**src/rtl/mcp_pkg.sv**
```systemverilog
package mcp_pkg;
   // register select taken from address bits 3..2
   typedef enum logic [1:0] {
      SEL_RX_STAT = 2'd0,
      SEL_RX_CHAR = 2'd1,
      SEL_TX_STAT = 2'd2,
      SEL_TX_CHAR = 2'd3
   } mcp_sel_e;

   localparam int unsigned STAT_RDY_BIT = 0;
   localparam int unsigned STAT_IE_BIT  = 1;
   localparam int unsigned SEL_LSB      = 2;
endpackage

```
**src/rtl/mcp_bus_dec.sv**
```systemverilog
module mcp_bus_dec
   import mcp_pkg::*;
#(
   parameter int unsigned ADDR_W = 4,
   parameter int unsigned DATA_W = 32,
   parameter int unsigned CHAR_W = 8
) (
   input  logic [ADDR_W-1:0] addr,
   input  logic              rd,
   input  logic              we,
   input  logic              rx_rdy,
   input  logic              rx_ie,
   input  logic [CHAR_W-1:0] rx_char,
   input  logic              tx_rdy,
   input  logic              tx_ie,
   input  logic [CHAR_W-1:0] tx_char,
   output logic              wr_rx_stat,
   output logic              rd_rx_char,
   output logic              wr_tx_stat,
   output logic              wr_tx_char,
   output logic [DATA_W-1:0] rdata
);
   localparam int unsigned CHAR_PAD = DATA_W - CHAR_W;
   localparam int unsigned STAT_PAD = DATA_W - 2;

   mcp_sel_e sel;
   assign sel = mcp_sel_e'(addr[SEL_LSB +: 2]);

   assign wr_rx_stat = we && (sel == SEL_RX_STAT);
   assign rd_rx_char = rd && (sel == SEL_RX_CHAR);
   assign wr_tx_stat = we && (sel == SEL_TX_STAT);
   assign wr_tx_char = we && (sel == SEL_TX_CHAR);

   always_comb begin
      unique case (sel)
         SEL_RX_STAT: rdata = {{STAT_PAD{1'b0}}, rx_ie, rx_rdy};
         SEL_RX_CHAR: rdata = {{CHAR_PAD{1'b0}}, rx_char};
         SEL_TX_STAT: rdata = {{STAT_PAD{1'b0}}, tx_ie, tx_rdy};
         default:     rdata = {{CHAR_PAD{1'b0}}, tx_char};
      endcase
   end
endmodule

```
**src/rtl/mcp_rx_chan.sv**
```systemverilog
module mcp_rx_chan #(
   parameter int unsigned CHAR_W = 8
) (
   input  logic              clk,
   input  logic              rst_n,
   input  logic [CHAR_W-1:0] in_byte,
   input  logic              in_valid,
   input  logic              rd_char,
   input  logic              wr_stat,
   input  logic              ie_wval,
   output logic              rdy,
   output logic              ie,
   output logic [CHAR_W-1:0] held,
   output logic              irq_req
);
   always_ff @(posedge clk) begin
      if (!rst_n) begin
         rdy  <= 1'b0;
         ie   <= 1'b0;
         held <= '0;
      end else begin
         // an arrival wins over a clearing read on the same edge
         if (in_valid) begin
            held <= in_byte;
            rdy  <= 1'b1;
         end else if (rd_char) begin
            rdy  <= 1'b0;
         end
         if (wr_stat) ie <= ie_wval;
      end
   end

   assign irq_req = ie & rdy;

   AST_RX_ARRIVE_SETS: assert property (@(posedge clk) disable iff (!rst_n)
      in_valid |=> (rdy && held == $past(in_byte)));
   AST_RX_READ_CLEARS: assert property (@(posedge clk) disable iff (!rst_n)
      (rd_char && !in_valid) |=> !rdy);
   AST_RX_HELD_KEEPS: assert property (@(posedge clk) disable iff (!rst_n)
      !in_valid |=> $stable(held));
endmodule

```
**src/rtl/mcp_tx_chan.sv**
```systemverilog
module mcp_tx_chan #(
   parameter int unsigned CHAR_W = 8
) (
   input  logic              clk,
   input  logic              rst_n,
   input  logic              wr_char,
   input  logic [CHAR_W-1:0] char_wval,
   input  logic              wr_stat,
   input  logic              ie_wval,
   input  logic              out_busy,
   output logic              rdy,
   output logic              ie,
   output logic [CHAR_W-1:0] held,
   output logic              out_valid,
   output logic              irq_req
);
   always_ff @(posedge clk) begin
      if (!rst_n) begin
         rdy  <= 1'b1;
         ie   <= 1'b0;
         held <= '0;
      end else begin
         if (!rdy && !out_busy) begin
            rdy  <= 1'b1;
         end else if (wr_char && rdy) begin
            held <= char_wval;
            rdy  <= 1'b0;
         end
         if (wr_stat) ie <= ie_wval;
      end
   end

   assign out_valid = ~rdy;
   assign irq_req   = ie & rdy;

   AST_TX_LOAD: assert property (@(posedge clk) disable iff (!rst_n)
      (wr_char && rdy) |=> (!rdy && held == $past(char_wval)));
   AST_TX_STALL_HOLDS: assert property (@(posedge clk) disable iff (!rst_n)
      (!rdy && out_busy) |=> (!rdy && $stable(held)));
   AST_TX_TAKEN: assert property (@(posedge clk) disable iff (!rst_n)
      (!rdy && !out_busy) |=> rdy);
   AST_TX_NO_OVERWRITE: assert property (@(posedge clk) disable iff (!rst_n)
      (wr_char && !rdy) |=> $stable(held));
endmodule

```
**src/rtl/mcp_irq_map.sv**
```systemverilog
module mcp_irq_map #(
   parameter int unsigned NUM_LVL = 2,
   parameter int unsigned RX_LVL  = 1,
   parameter int unsigned TX_LVL  = 0
) (
   input  logic               rx_req,
   input  logic               tx_req,
   output logic [NUM_LVL-1:0] lvl
);
   for (genvar l = 0; l < NUM_LVL; l++) begin : g_lvl
      if (l == RX_LVL && l == TX_LVL) begin : g_both
         assign lvl[l] = rx_req | tx_req;
      end else if (l == RX_LVL) begin : g_rx
         assign lvl[l] = rx_req;
      end else if (l == TX_LVL) begin : g_tx
         assign lvl[l] = tx_req;
      end else begin : g_none
         assign lvl[l] = 1'b0;
      end
   end
endmodule

```
**src/rtl/mmio_char_port.sv**
```systemverilog
module mmio_char_port
   import mcp_pkg::*;
#(
   parameter int unsigned ADDR_W  = 4,
   parameter int unsigned DATA_W  = 32,
   parameter int unsigned CHAR_W  = 8,
   parameter int unsigned NUM_LVL = 2,
   parameter int unsigned RX_LVL  = 1,
   parameter int unsigned TX_LVL  = 0
) (
   input  logic               clk,
   input  logic               rst_n,
   input  logic [ADDR_W-1:0]  bus_addr,
   input  logic               bus_rd,
   input  logic               bus_we,
   input  logic [DATA_W-1:0]  bus_wdata,
   output logic [DATA_W-1:0]  bus_rdata,
   input  logic [CHAR_W-1:0]  rx_byte,
   input  logic               rx_valid,
   output logic [CHAR_W-1:0]  tx_byte,
   output logic               tx_valid,
   input  logic               tx_busy,
   output logic [NUM_LVL-1:0] irq
);
   if (ADDR_W < SEL_LSB + 2) begin : g_chk_addr
      $error("mmio_char_port: ADDR_W must cover the register select bits");
   end
   if (CHAR_W < 1 || CHAR_W >= DATA_W || DATA_W < 3) begin : g_chk_char
      $error("mmio_char_port: CHAR_W must be nonzero and narrower than DATA_W");
   end
   if (RX_LVL >= NUM_LVL || TX_LVL >= NUM_LVL) begin : g_chk_lvl
      $error("mmio_char_port: interrupt level out of range");
   end

   logic              wr_rx_stat, rd_rx_char, wr_tx_stat, wr_tx_char;
   logic              rx_rdy, rx_ie, rx_req;
   logic              tx_rdy, tx_ie, tx_req;
   logic [CHAR_W-1:0] rx_held, tx_held;
   logic              unused_bus_bits;

   assign unused_bus_bits = ^{bus_addr, bus_wdata};

   mcp_bus_dec #(.ADDR_W(ADDR_W), .DATA_W(DATA_W), .CHAR_W(CHAR_W)) u_dec (
      .addr       (bus_addr),
      .rd         (bus_rd),
      .we         (bus_we),
      .rx_rdy     (rx_rdy),
      .rx_ie      (rx_ie),
      .rx_char    (rx_held),
      .tx_rdy     (tx_rdy),
      .tx_ie      (tx_ie),
      .tx_char    (tx_held),
      .wr_rx_stat (wr_rx_stat),
      .rd_rx_char (rd_rx_char),
      .wr_tx_stat (wr_tx_stat),
      .wr_tx_char (wr_tx_char),
      .rdata      (bus_rdata)
   );

   mcp_rx_chan #(.CHAR_W(CHAR_W)) u_rx (
      .clk      (clk),
      .rst_n    (rst_n),
      .in_byte  (rx_byte),
      .in_valid (rx_valid),
      .rd_char  (rd_rx_char),
      .wr_stat  (wr_rx_stat),
      .ie_wval  (bus_wdata[STAT_IE_BIT]),
      .rdy      (rx_rdy),
      .ie       (rx_ie),
      .held     (rx_held),
      .irq_req  (rx_req)
   );

   mcp_tx_chan #(.CHAR_W(CHAR_W)) u_tx (
      .clk       (clk),
      .rst_n     (rst_n),
      .wr_char   (wr_tx_char),
      .char_wval (bus_wdata[CHAR_W-1:0]),
      .wr_stat   (wr_tx_stat),
      .ie_wval   (bus_wdata[STAT_IE_BIT]),
      .out_busy  (tx_busy),
      .rdy       (tx_rdy),
      .ie        (tx_ie),
      .held      (tx_held),
      .out_valid (tx_valid),
      .irq_req   (tx_req)
   );

   assign tx_byte = tx_held;

   mcp_irq_map #(.NUM_LVL(NUM_LVL), .RX_LVL(RX_LVL), .TX_LVL(TX_LVL)) u_irq (
      .rx_req (rx_req),
      .tx_req (tx_req),
      .lvl    (irq)
   );

   AST_RX_IRQ_ON_ARRIVAL: assert property (@(posedge clk) disable iff (!rst_n)
      (rx_valid && rx_ie && !wr_rx_stat) |=> irq[RX_LVL]);
   AST_TX_CHAR_STABLE: assert property (@(posedge clk) disable iff (!rst_n)
      (tx_valid && tx_busy) |=> (tx_valid && $stable(tx_byte)));
endmodule

```
**config.mk**
```make
export PLATFORM = sky130hd
export DESIGN_NAME = mmio_char_port
export DESIGN_NICKNAME = d
export VERILOG_FILES = /design/src/rtl/mcp_pkg.sv /design/src/rtl/mcp_bus_dec.sv /design/src/rtl/mcp_rx_chan.sv /design/src/rtl/mcp_tx_chan.sv /design/src/rtl/mcp_irq_map.sv /design/src/rtl/mmio_char_port.sv
export SDC_FILE = /design/constraint.sdc
export NUM_CORES = 1
export LEC_CHECK = 0
export BUFFER_PORTS_ARGS = -buffer_cell sky130_fd_sc_hd__buf_2
export CELL_PAD_IN_SITES_DETAIL_PLACEMENT = 1
export CELL_PAD_IN_SITES_GLOBAL_PLACEMENT = 2
export CORE_AREA = 5 5 83 85
export CTS_CLUSTER_DIAMETER = 150
export DETAILED_ROUTE_END_ITERATION = 7
export DIE_AREA = 0 0 88 90
export GPL_ROUTABILITY_DRIVEN = 0
export GPL_TIMING_DRIVEN = 1
export PLACE_DENSITY_LB_ADDON = 0.1
export SYNTH_ARGS = -nofsm -noshare
export SYNTH_HDL_FRONTEND = slang
export SYNTH_SLANG_ARGS = --single-unit
```
**constraint.sdc**
```tcl
create_clock -name clk -period 1.2 [get_ports clk]
set_input_delay 0.24 -clock clk [delete_from_list [all_inputs] [get_ports clk]]
set_output_delay 0.24 -clock clk [all_outputs]
set_load 0.02 [all_outputs]
```
---- Word-level counts from Yosys, hierarchy flattened ----
Cells that the tools add are included.
word-level totals
  output and inout port bits .............. 43
  word-level logic and storage cells ...... 29
  bits in registers ....................... 20
operators by class
  eq/ne operators ......................... 3
  bitwise logic cells ..................... 5
  muxes and demuxes ....................... 3
  reduce and logical (&&, ||, !) cells .... 12
operators by type and width
  kind                                                                   count
  8-bit case mux with 3 select lines                                     1
  1-bit logical AND                                                      6
  2-bit equality test, second input constant                             2
  1-bit inverter                                                         3
  1-bit AND                                                              2
  2-bit by 1-bit equality test with 1-bit output, second input constant  1
  1-bit logical NOT                                                      2
  2-bit logical NOT                                                      1
  1-bit two-way mux                                                      2
  2-bit AND reduction                                                    1
  2-bit nonzero test                                                     1
  2-bit OR reduction                                                     1

---- Logic depth before layout (Yosys ltp) ----
  depth in word-level cells ............... 4
  mapped depth ............................ 4
  depth with buffers taken out ............ 2

---- Modules after synthesis ----
A second synthesis with hierarchy kept.
second synthesis, totals
  cells, all modules ...................... 126
  area total of the unflattened synthesis .. 1,206.2 um^2
by module, submodules not included
  module       area each (um^2)  cells each  times used  sequential area each (um^2)
  mcp_tx_chan  440.4             46          1           200.2
  mcp_rx_chan  377.9             32          1           200.2
  mcp_bus_dec  372.9             46          1           0.0
  mcp_irq_map  15.0              2           1           0.0

---- Worst setup path after synthesis ----
OpenSTA, ideal clock, no wires.
  kind .................................... register to output
  from .................................... register u_tx.held[0]
  to ...................................... output bus_rdata[0]
  arrival time ............................ 0.965 ns
  slack ................................... -0.005 ns
  cell stages (with the launch flop) ...... 2
  required time ........................... 0.960 ns
  cells stage by stage .................... dfxtp_1 > mux4_1
between the ends
  longest elaborated chain between the ends .. 1
RTL lines
  what                                RTL line              source
  from (decl)                         mcp_tx_chan.sv:13     output logic [CHAR_W-1:0] held,
  from (signal assigned)              mcp_tx_chan.sv:26     held <= char_wval;
  8-bit case mux with 3 select lines  mcp_bus_dec.sv:35     unique case (sel)
  to (decl)                           mmio_char_port.sv:17  output logic [DATA_W-1:0] bus_rdata,
Every way passes these cells.

---- Worst setup path after layout ----
  from .................................... register u_rx.rdy
  to ...................................... output bus_rdata[0]
between the ends
  longest elaborated chain between the ends .. 1
RTL lines
  what                                RTL line           source
  from (decl)                         mcp_rx_chan.sv:11  output logic rdy,
  from (signal assigned)              mcp_rx_chan.sv:18  rdy <= 1'b0;
  from (signal assigned)              mcp_rx_chan.sv:25  rdy <= 1'b1;
  from (signal assigned)              mcp_rx_chan.sv:27  rdy <= 1'b0;
  8-bit case mux with 3 select lines  mcp_bus_dec.sv:35
Every way passes these cells.

==> summary.txt <==
Finish
  • Ratio of cells with drive above 1 in the final layout: 0.497
  • Layout area overhead: 39.1%
  • Nets: 228
  • Final standard cell area without fillers: between 1500 and 2000 sq um
  • Antenna diode count: 0
  • Number of fillers in the final layout: 730

Yosys
  • Register area share after synthesis: 0.341
  • Synth Area in Compound Gates: 0.00853
  • Synth area leader: sky130_fd_sc_hd__dfxtp_1
  • Syn. warnings: 0
  • Xor/xnor cell area share of the yosys netlist: 0
  • Mux cell area share after synthesis: 0.246
  • Number of standard cells after synthesis: 123
  • Adder and majority gate portion of the synthesized area: 0
  • Cell types occupying the most area after synthesis: sky130_fd_sc_hd__dfxtp_1, sky130_fd_sc_hd__mux2i_1, sky130_fd_sc_hd__buf_4
  • Number of distinct library cells after synthesis: 19
  • Synth Cell Area: 1170 sq um
  • Flip-flop and latch count after synthesis: 20
  • Synth top area share: 0.341
  • Main combinational cell family by area after synthesis: multiplexers
  • Post-synthesis average cell area: 9.54 sq um
  • Simple-gate area share of the yosys netlist: 0.187

Placement
  • Placement-stage worst setup slack: -63.4 ps
  • Half-perimeter wire length after placement: 2.52 mm
  • Area after DPL: 1430 sq um
  • Port Buf Inserts: 42

Timing
  • Final Hold Viols: 0
  • Fin. max-slew vios: 0
  • Minimum hold slack: 220 ps
  • Min Tclk post-route: approximately 1400 ps
  • Share of the clock period used by the worst path after layout: 1.20
  • Fmax: 697 MHz
  • Final clock skew: between 4 and 5 ps
  • Setup violation total in the final timing report: 3
  • Unrepaired setup endpoints after global routing: yes
  • Worst Setup Slack, final: -235 ps

Status
  • Violated checks: setup timing
  • Result of the run: complete, but fails checks

Clocking
  • Hold_buf cts: 0
  • Sinks on the clock net: 20
  • H-tree lvl count: 1
  • Maximum root-to-sink buffer count: 2
  • Latest clock arrival within the worst-skew pair: 260 ps
  • CTS tree: yes
  • Clock root buffer: sky130_fd_sc_hd__clkbuf_8
  • Worst-path clk slew: 80 ps
  • Clock buffer count from CTS: 3

Setup path
  • Critical path peak fanout: 3
  • Data required time of the critical path: about 960 ps
  • R2r setup slk: 130 ps
  • Kind of critical path: flop to output pin
  • Data arrival time of the critical path: 1190 ps
  • Kind of start point of the critical path: flop
  • Capturing element type of the critical path: output pin
  • Logic depth of the worst register-to-register path: 4

Global routing
  • Initial antenna violation count: 0
  • Overall Global Routing Usage: 0.0841
  • Congestion Overflow GR: 0
  • Global-route wire length before repair: 5.20 mm
  • Maximum number of pins on one net before global-route repair: 29
  • Number of global-route vias before repair: 1047

Routing
  • Wire length after detailed routing: 3.22 mm
  • Post-detailed-route DRC marker count: 0
  • Remaining antenna violation count after routing: 0
  • Ratio of routed vias to standard cells: 3.57
  • Total number of vias: ~910
  • Wire per inst: about 13 um
  • Iteration-0 DRC count of the detailed router: 11
  • First-pass iteration count of the detailed router: 2

Die
  • Die height: roughly 90 um
  • Number of placement rows: 29
  • Die X: 88 um
  • Core region area: 6130 sq um
  • I/O pins: 93
  • Effective utilization at floorplan: 0.191
  • Die ar.: between 7000 and 8000 sq um

Hold path
  • Hold WC Path Type: primary input to flop
  • Hold Crit Depth: 3

Power and ir drop
  • Leakage power figure: 0.799 nW
  • Power density relative to cell area: 984 nW/um^2
  • Maximum vdd ir drop: 0.000421 V

Run
  • Count of max-cap constraint violations: 0
-- cells in the mapped netlist --
library cell / count
sky130_fd_sc_hd__and2_1: 2
sky130_fd_sc_hd__and4_1: 1
sky130_fd_sc_hd__and4bb_1: 1
sky130_fd_sc_hd__buf_2: 2
sky130_fd_sc_hd__buf_4: 28
sky130_fd_sc_hd__buf_6: 2
sky130_fd_sc_hd__clkbuf_2: 1
sky130_fd_sc_hd__conb_1: 1
sky130_fd_sc_hd__dfxtp_1: 20
sky130_fd_sc_hd__inv_1: 1
sky130_fd_sc_hd__mux2i_1: 24
sky130_fd_sc_hd__mux4_1: 1
sky130_fd_sc_hd__mux4_2: 1
sky130_fd_sc_hd__nand2_1: 18
sky130_fd_sc_hd__nand3b_1: 1
sky130_fd_sc_hd__nor2_1: 1
sky130_fd_sc_hd__nor2b_1: 15
sky130_fd_sc_hd__nor3b_2: 1
sky130_fd_sc_hd__o21ai_0: 2
-- logic make-up (layout without fill, tap and decap cells) --
kind of cell / after synthesis / after routing
other: 1 / 24
multiplexers: 26 / 26
buffers and inverters: 34 / 65
AO/OA/AOI/OAI: 2 / 2
AND/OR/NAND/NOR: 40 / 40
flip-flops: 20 / 20
-- worst max-delay path, cell delays in order (launching register included) --
cell	delay [ps]
sky130_fd_sc_hd__dfxtp_2	340
sky130_fd_sc_hd__mux4_2	460
sky130_fd_sc_hd__buf_6	150
-- layer usage --
layer  GRT usage  vias up  part of all wire
met5           0        -                 0
met2       0.140       40              0.46
met3      0.0210        2             0.091
li1            -      458                 -
met1       0.106      408              0.44
met4      0.0230        0            0.0065
-- final timing paths --
| check | endpoint | start |
|---|---|---|
| setup reg to reg | u_tx.held[5] | u_tx.rdy |
| hold reg to reg | u_tx.held[6] | u_tx.held[6] |
| setup / recovery | bus_rdata[0] | u_rx.rdy |
| hold / removal | u_tx.held[7] | bus_wdata[7] |
-- where the power goes --
group | total, W | internal [W] | switching [W] | leakage [nW]
clock | 0.000522 | 0.000292 | 0.000230 | 0.0288
sequential | 0.000719 | 0.000700 | 0.0000189 | 0.170
combinational | 0.000366 | 0.000162 | 0.000204 | 0.600
total | 0.00161 | 0.00115 | 0.000452 | 0.799
-- placed cells by master (no fill, tap or decap), drive strengths merged --
cell | Yosys | layout
nand2 | 18 | 18
nor2 | 1 | 1
clkbuf | 1 | 4
conb | 1 | 24
o21ai | 2 | 2
nor2b | 15 | 15
and4bb | 1 | 1
nand3b | 1 | 1
and4 | 1 | 1
dfxtp | 20 | 20
mux4 | 2 | 2
inv | 1 | 1
mux2i | 24 | 24
buf | 32 | 60
and2 | 2 | 2
nor3b | 1 | 1
-- cell type report --
cell class / instances / area, sq um / area share
tap: 77 / 96.3 / 0.0590
multi-input combinational: 92 / 612 / 0.375
sequential: 20 / 423 / 0.259
inverter: 1 / 3.75 / 0.00230
timing repair buffer: 60 / 443 / 0.271
clock buffer: 4 / 55.1 / 0.0337
-- what timing repair did --
item / in CTS / in global routing
resized for setup: 31 / 13
pin swaps: 0 / 2
endpoints found under the setup margin: 10 / 10
setup buffers: 4 / 2
-- sequential cells by signal (all words and copies together), names as in the netlist --
signal,cells
u_tx.rdy,1
u_rx.held,8
u_tx.held,8
u_rx.ie,1
u_tx.ie,1
u_rx.rdy,1
-- through the flow --
step	power, W	TNS, ps	instances	utilization
3_5_place_dp	0.00106	-211	244	0.233
2_1_floorplan	0.00101	0	146	-
6_report	0.00161	-547	254	0.266
3_3_place_gp	0.00106	-169	244	0.233
5_1_grt	0.00170	-884	254	0.266
4_1_cts	0.00162	-519	252	0.259
Power figures use the tool's default switching activity.
